$ cat src/rtl/csbg_pkg.sv
package csbg_pkg;

    typedef enum logic [1:0] {
        H_IDLE,
        H_LEAD,
        H_PULSE,
        H_HOLD
    } hstate_t;

    typedef enum logic [1:0] {
        V_IDLE,
        V_LEAD,
        V_PULSE,
        V_TAIL
    } vstate_t;

endpackage

$ cat src/rtl/csbg_hshape.sv
module csbg_hshape
    import csbg_pkg::*;
#(
    parameter int HS_ON  = 2,
    parameter int HS_OFF = 6,
    localparam int HW    = $clog2(HS_OFF + 1)
) (
    input  logic          clk,
    input  logic          rst,
    input  logic          char_en,
    input  logic          hsync_in,
    input  logic          mode_pend,
    output logic          mon_hs,
    output logic          line_end,
    output logic          mode_commit,
    output logic [HW-1:0] hcnt_o
);

    hstate_t       st, st_nx;
    logic [HW-1:0] hcnt, hcnt_nx;
    logic          commit_q;

    function automatic hstate_t classify(input logic [HW-1:0] n);
        if (int'(n) < HS_ON)       return H_LEAD;
        else if (int'(n) < HS_OFF) return H_PULSE;
        else                       return H_HOLD;
    endfunction

    // next-state logic
    always_comb begin
        st_nx   = st;
        hcnt_nx = hcnt;
        if (char_en) begin
            if (!hsync_in) begin
                st_nx   = H_IDLE;
                hcnt_nx = '0;
            end else begin
                if (int'(hcnt) != HS_OFF) hcnt_nx = hcnt + HW'(1);
                st_nx = classify(hcnt_nx);
            end
        end
    end

    // state register
    always_ff @(posedge clk) begin
        if (rst) begin
            st       <= H_IDLE;
            hcnt     <= '0;
            commit_q <= 1'b0;
        end else begin
            st       <= st_nx;
            hcnt     <= hcnt_nx;
            commit_q <= char_en && hsync_in && mode_pend && (int'(hcnt) == HS_ON - 1);
        end
    end

    // outputs
    always_comb begin
        mon_hs   = 1'b0;
        line_end = 1'b0;
        unique case (st)
            H_IDLE: begin
                mon_hs   = 1'b0;
                line_end = 1'b0;
            end
            H_LEAD: begin
                mon_hs   = 1'b0;
                line_end = char_en && !hsync_in;
            end
            H_PULSE: begin
                mon_hs   = hsync_in;
                line_end = char_en && !hsync_in;
            end
            H_HOLD: begin
                mon_hs   = 1'b0;
                line_end = char_en && !hsync_in;
            end
            default: begin
                mon_hs   = 1'b0;
                line_end = 1'b0;
            end
        endcase
    end

    assign mode_commit = commit_q;
    assign hcnt_o      = hcnt;

endmodule

$ cat src/rtl/csbg_vshape.sv
module csbg_vshape
    import csbg_pkg::*;
#(
    parameter int VS_ON     = 2,
    parameter int VS_OFF    = 6,
    parameter int VBL_LINES = 26,
    localparam int VW       = $clog2(VBL_LINES + 1)
) (
    input  logic          clk,
    input  logic          rst,
    input  logic          char_en,
    input  logic          vsync_in,
    input  logic          line_end,
    output logic          mon_vs,
    output logic          vblank,
    output logic [VW-1:0] vcnt_o
);

    vstate_t       st, st_nx;
    logic [VW-1:0] vcnt, vcnt_nx;
    logic          vs_q;
    logic          vrise;

    function automatic vstate_t classify(input logic [VW-1:0] n);
        if (int'(n) < VS_ON)       return V_LEAD;
        else if (int'(n) < VS_OFF) return V_PULSE;
        else                       return V_TAIL;
    endfunction

    assign vrise = char_en && vsync_in && !vs_q;

    // next-state logic: a fresh rise outranks a line end
    always_comb begin
        st_nx   = st;
        vcnt_nx = vcnt;
        if (vrise) begin
            vcnt_nx = '0;
            st_nx   = classify('0);
        end else if (line_end && st != V_IDLE) begin
            if (int'(vcnt) == VBL_LINES - 1) begin
                vcnt_nx = '0;
                st_nx   = V_IDLE;
            end else begin
                vcnt_nx = vcnt + VW'(1);
                st_nx   = classify(vcnt_nx);
            end
        end
    end

    // state register
    always_ff @(posedge clk) begin
        if (rst) begin
            st   <= V_IDLE;
            vcnt <= '0;
            vs_q <= 1'b0;
        end else begin
            st   <= st_nx;
            vcnt <= vcnt_nx;
            if (char_en) vs_q <= vsync_in;
        end
    end

    // outputs
    always_comb begin
        mon_vs = 1'b0;
        vblank = 1'b0;
        unique case (st)
            V_IDLE:  begin mon_vs = 1'b0; vblank = 1'b0; end
            V_LEAD:  begin mon_vs = 1'b0; vblank = 1'b1; end
            V_PULSE: begin mon_vs = 1'b1; vblank = 1'b1; end
            V_TAIL:  begin mon_vs = 1'b0; vblank = 1'b1; end
            default: begin mon_vs = 1'b0; vblank = 1'b0; end
        endcase
    end

    assign vcnt_o = vcnt;

endmodule

$ cat src/rtl/csync_blank_gen.sv
module csync_blank_gen #(
    parameter int HS_ON     = 2,
    parameter int HS_OFF    = 6,
    parameter int VS_ON     = 2,
    parameter int VS_OFF    = 6,
    parameter int VBL_LINES = 26
) (
    input  logic clk,
    input  logic rst,
    input  logic char_en,
    input  logic hsync_in,
    input  logic vsync_in,
    input  logic mode_pend,
    output logic csync_out,
    output logic blank_out,
    output logic mode_commit
);

    localparam int HW = $clog2(HS_OFF + 1);
    localparam int VW = $clog2(VBL_LINES + 1);

    logic          mon_hs;
    logic          mon_vs;
    logic          line_end;
    logic          vblank;
    logic [HW-1:0] hcnt_w;
    logic [VW-1:0] vcnt_w;

    csbg_hshape #(
        .HS_ON  (HS_ON),
        .HS_OFF (HS_OFF)
    ) u_hshape (
        .clk         (clk),
        .rst         (rst),
        .char_en     (char_en),
        .hsync_in    (hsync_in),
        .mode_pend   (mode_pend),
        .mon_hs      (mon_hs),
        .line_end    (line_end),
        .mode_commit (mode_commit),
        .hcnt_o      (hcnt_w)
    );

    csbg_vshape #(
        .VS_ON     (VS_ON),
        .VS_OFF    (VS_OFF),
        .VBL_LINES (VBL_LINES)
    ) u_vshape (
        .clk      (clk),
        .rst      (rst),
        .char_en  (char_en),
        .vsync_in (vsync_in),
        .line_end (line_end),
        .mon_vs   (mon_vs),
        .vblank   (vblank),
        .vcnt_o   (vcnt_w)
    );

    assign csync_out = ~(mon_hs ^ mon_vs);
    assign blank_out = hsync_in | vblank;

endmodule

$ cat config.mk
export PLATFORM = sky130hd
export DESIGN_NAME = csync_blank_gen
export DESIGN_NICKNAME = d
export VERILOG_FILES = /design/src/rtl/csbg_pkg.sv /design/src/rtl/csbg_hshape.sv /design/src/rtl/csbg_vshape.sv /design/src/rtl/csync_blank_gen.sv
export SDC_FILE = /design/constraint.sdc
export NUM_CORES = 1
export LEC_CHECK = 0
export ABC_CLOCK_PERIOD_IN_PS = 4170
export BUFFER_PORTS_ARGS = -buffer_cell sky130_fd_sc_hd__buf_2
export CORE_MARGIN = 2
export CORE_UTILIZATION = 25
export DETAILED_ROUTE_END_ITERATION = 6
export PLACE_DENSITY = 0.46
export SLEW_MARGIN = 30
export SYNTH_ARGS = -nofsm -noshare
export SYNTH_HDL_FRONTEND = slang
export SYNTH_SLANG_ARGS = --single-unit
export TNS_END_PERCENT = 1
$ cat constraint.sdc
create_clock -name clk -period 4.17 [get_ports clk]
set_clock_uncertainty 0.1 [all_clocks]
set_input_delay 0.417 -clock clk [delete_from_list [all_inputs] [get_ports clk]]
set_output_delay 0.417 -clock clk [all_outputs]
set_load 0.01 [all_outputs]
==> results.md <==
* Outcome: completed
* Crit path time final at 1.77 ns
* Area of the mapped netlist at 821 um2
* Clock input transition at the sequential cells of the worst setup and hold paths at 0.08 ns
* Total global routing overflow at 0
* Largest area contributor in the netlist: dfxtp_1
* Critical Path Start: u_vshape.st[0]$_SDFFE_PP0P_
* Std-Cell Rows at 20
* Final setup fails at 0
* Number of distinct library cells after synthesis at 35
* Critical path endpoint category: primary output
* Layout cells sized above 1 at 18.3%
* Clock power share at 31.1%
* GP Congestion at 0.766
* RSZ-0062 raised after global routing: no
* Final ANT Viol Nets at 0
* Post_cts resized at 0
* Startpoint types: register
* Slew of the pin with the lowest slew margin at 0.403 ns
* DRT iter0 DRCs at 25
* Register area at 280 um2
* Dpl hpwl at 1250 um
* Port Buffer Count at 8
* Critical path arrival at 1.25 ns
* Crit path required time at 3.65 ns
* F_max at 566 MHz
* Clk buf depth at 2
* #FFs+latches synth at 14
* Die footprint at 3760 um2
* Syn avg cell area at 8.46 um2
* Initial antenna violation count at 0
* Synth top area share at 34.1%
* Clock Sinks at 14
* Ys Warns at 0
* Core area at 3080 um2
* Largest net degree at the start of global routing at 10
* Commonest cells post-synth: 14 x dfxtp_1, 14 x nor2_1, 11 x a21oi_1
* Syn-to-layout area delta at 11.9%
* Hold Path Origin: mode_pend
* Setup TNS at 0 ns
* Largest fanout on the critical path at 5
* P_leak at 0.316 nW
* Top cells by area in the synthesized netlist: dfxtp_1 34%, ha_1 9.1%, a21oi_1 6.7%
* All-layer global routing usage at 10.6%
* Nets at 118
* Non-Filler Instances at 148
* Number of flops mapped to enable cells by yosys at 0
* Tightest Hold Check Type: input pin to register
* Worst Hold Slack at 0.263 ns
* Slew Viols, Final at 0
* Sw frac at 24.6%
* Vias in the first global route at 667
* Drt pass-1 iters at 3
* First-pass GRT wire length at 2920 um
* Final Hold Fails at 0
* Tcrit/Tclk final at 42.3%
* Crit path setup slack, layout at 2.40 ns
* Starting Density at 26.7%
* Vias per cell at 4.66
* Per-cell routed wire length at 10.8 um
* Internal cell power at 0.000180 W
* Detailed Route WL at 1600 um
* Setup Slack @ Placement at 2.44 ns
* DRC viols at 0
* Chip height at 61.3 um
* Clock latency on the worst-skew pair at 0.28 ns
* I/O Pins at 9
* Sw Pwr at 0.0000588 W
* Syn Nets at 109
* H-tree lvl count at 1
* Synth Flop Type: dfxtp_1
* Combinational share of power at 10.7%
* Rel. slew slack at 73.1%
* FILL cells at 331
* Part of the power in registers at 58.2%
* Power Dens Cells at 261 nW/um2
* Die X at 61.3 um
* Mapped Cells at 97
* Maximum vdd drop at 174 uV
* Max_cap viols at 0
* Diodes inserted at 0
* Worst reg2reg startpoint: u_vshape.vcnt_o[0]$_SDFFE_PP0P_
* Cts hold-fix bufs at 0
* CTS root buffer: clkbuf_4
* Routed vias at 689
* TritonCTS buffer count at 3
* Register area share after synthesis at 34.1%
* Multi-input logic area at 502 um2
* Async set-reset flop share out of synthesis at 0%
* Final core occ at 29.8%
* Post-CTS setup buffer count at 0
* CTS tree: yes
* WS Path Type: register to primary output
* Placed Cells at 145
worst paths after layout:
path	to	slack [ns]	depth (start not counted)
setup / recovery	blank_out	2.40	2
hold / removal	u_hshape.mode_commit$_SDFF_PP0_	0.26	3
setup reg to reg	u_vshape.st[0]$_SDFFE_PP0P_	2.48	5
hold reg to reg	u_vshape.vs_q$_SDFFE_PP0P_	0.40	2
logic make-up after synthesis:
family,count (synthesis),share of synthesized area [%]
AND/OR/NAND/NOR,40,28.7
AO/OA/AOI/OAI,23,17.7
flip-flops,14,34.1
buffers and inverters,9,4.73
adder cells (fa/ha/maj),6,9.15
XOR/XNOR,3,3.20
multiplexers,2,2.44
power groups by stage:
stage	Combinational, W	Clock [W]	Sequential (W)
floorplan	0.0000185	0	0.000142
global placement	0.0000257	0	0.000142
detailed placement	0.0000257	0	0.000143
CTS	0.0000260	0.0000801	0.000139
global route	0.0000292	0.0000867	0.000140
finish	0.0000256	0.0000743	0.000139
sequential cells by signal, summed over array words and instances (netlist names):
name,count
u_vshape.st,2
u_hshape.hcnt_o,3
u_vshape.vs_q,1
u_hshape.mode_commit,1
u_vshape.vcnt_o,5
u_hshape.st,2
metal layers:
| layer | vias to the layer above | global-route usage, % | share of wire (%) |
|---|---|---|---|
| li1 | 360 | - | - |
| met1 | 319 | 13.2 | 48 |
| met2 | 8 | 17.0 | 48 |
| met3 | 2 | 3.15 | 1.9 |
| met4 | 0 | 4.66 | 1.7 |
| met5 | - | 0 | 0 |
critical path: stages, from the launching register on:
cell	delay (ns)
dfxtp_1	0.35
or3_2	0.48
buf_2	0.15
cells in the final DEF, fill, tap and decap left out, drive strengths merged, types with 3 or more instances in the layout:
cell and instances:
a21oi 11, a311oi 4, buf 8, clkbuf 3, dfxtp 14, ha 6
inv 5, nand2 5, nand3 3, nor2 15, nor4 3, o21ai 3
layout make-up:
cell class                      instances  share of cell area (%)
Clock buffer                            3                    2.45
Multi-Input combinational cell         74                    54.6
Tap cell                               44                    5.99
Timing Repair Buffer                    8                    4.36
Sequential cell                        14                    30.5
Inverter                                5                    2.04
per-stage QoR:
stage	power, W	cell area [um2]
after floorplan	0.000160	821
after global placement	0.000168	896
after detailed placement	0.000168	896
after CTS	0.000246	918
after global routing	0.000256	918
final	0.000239	918
No activity file was read; power rests on OpenSTA's default activity.
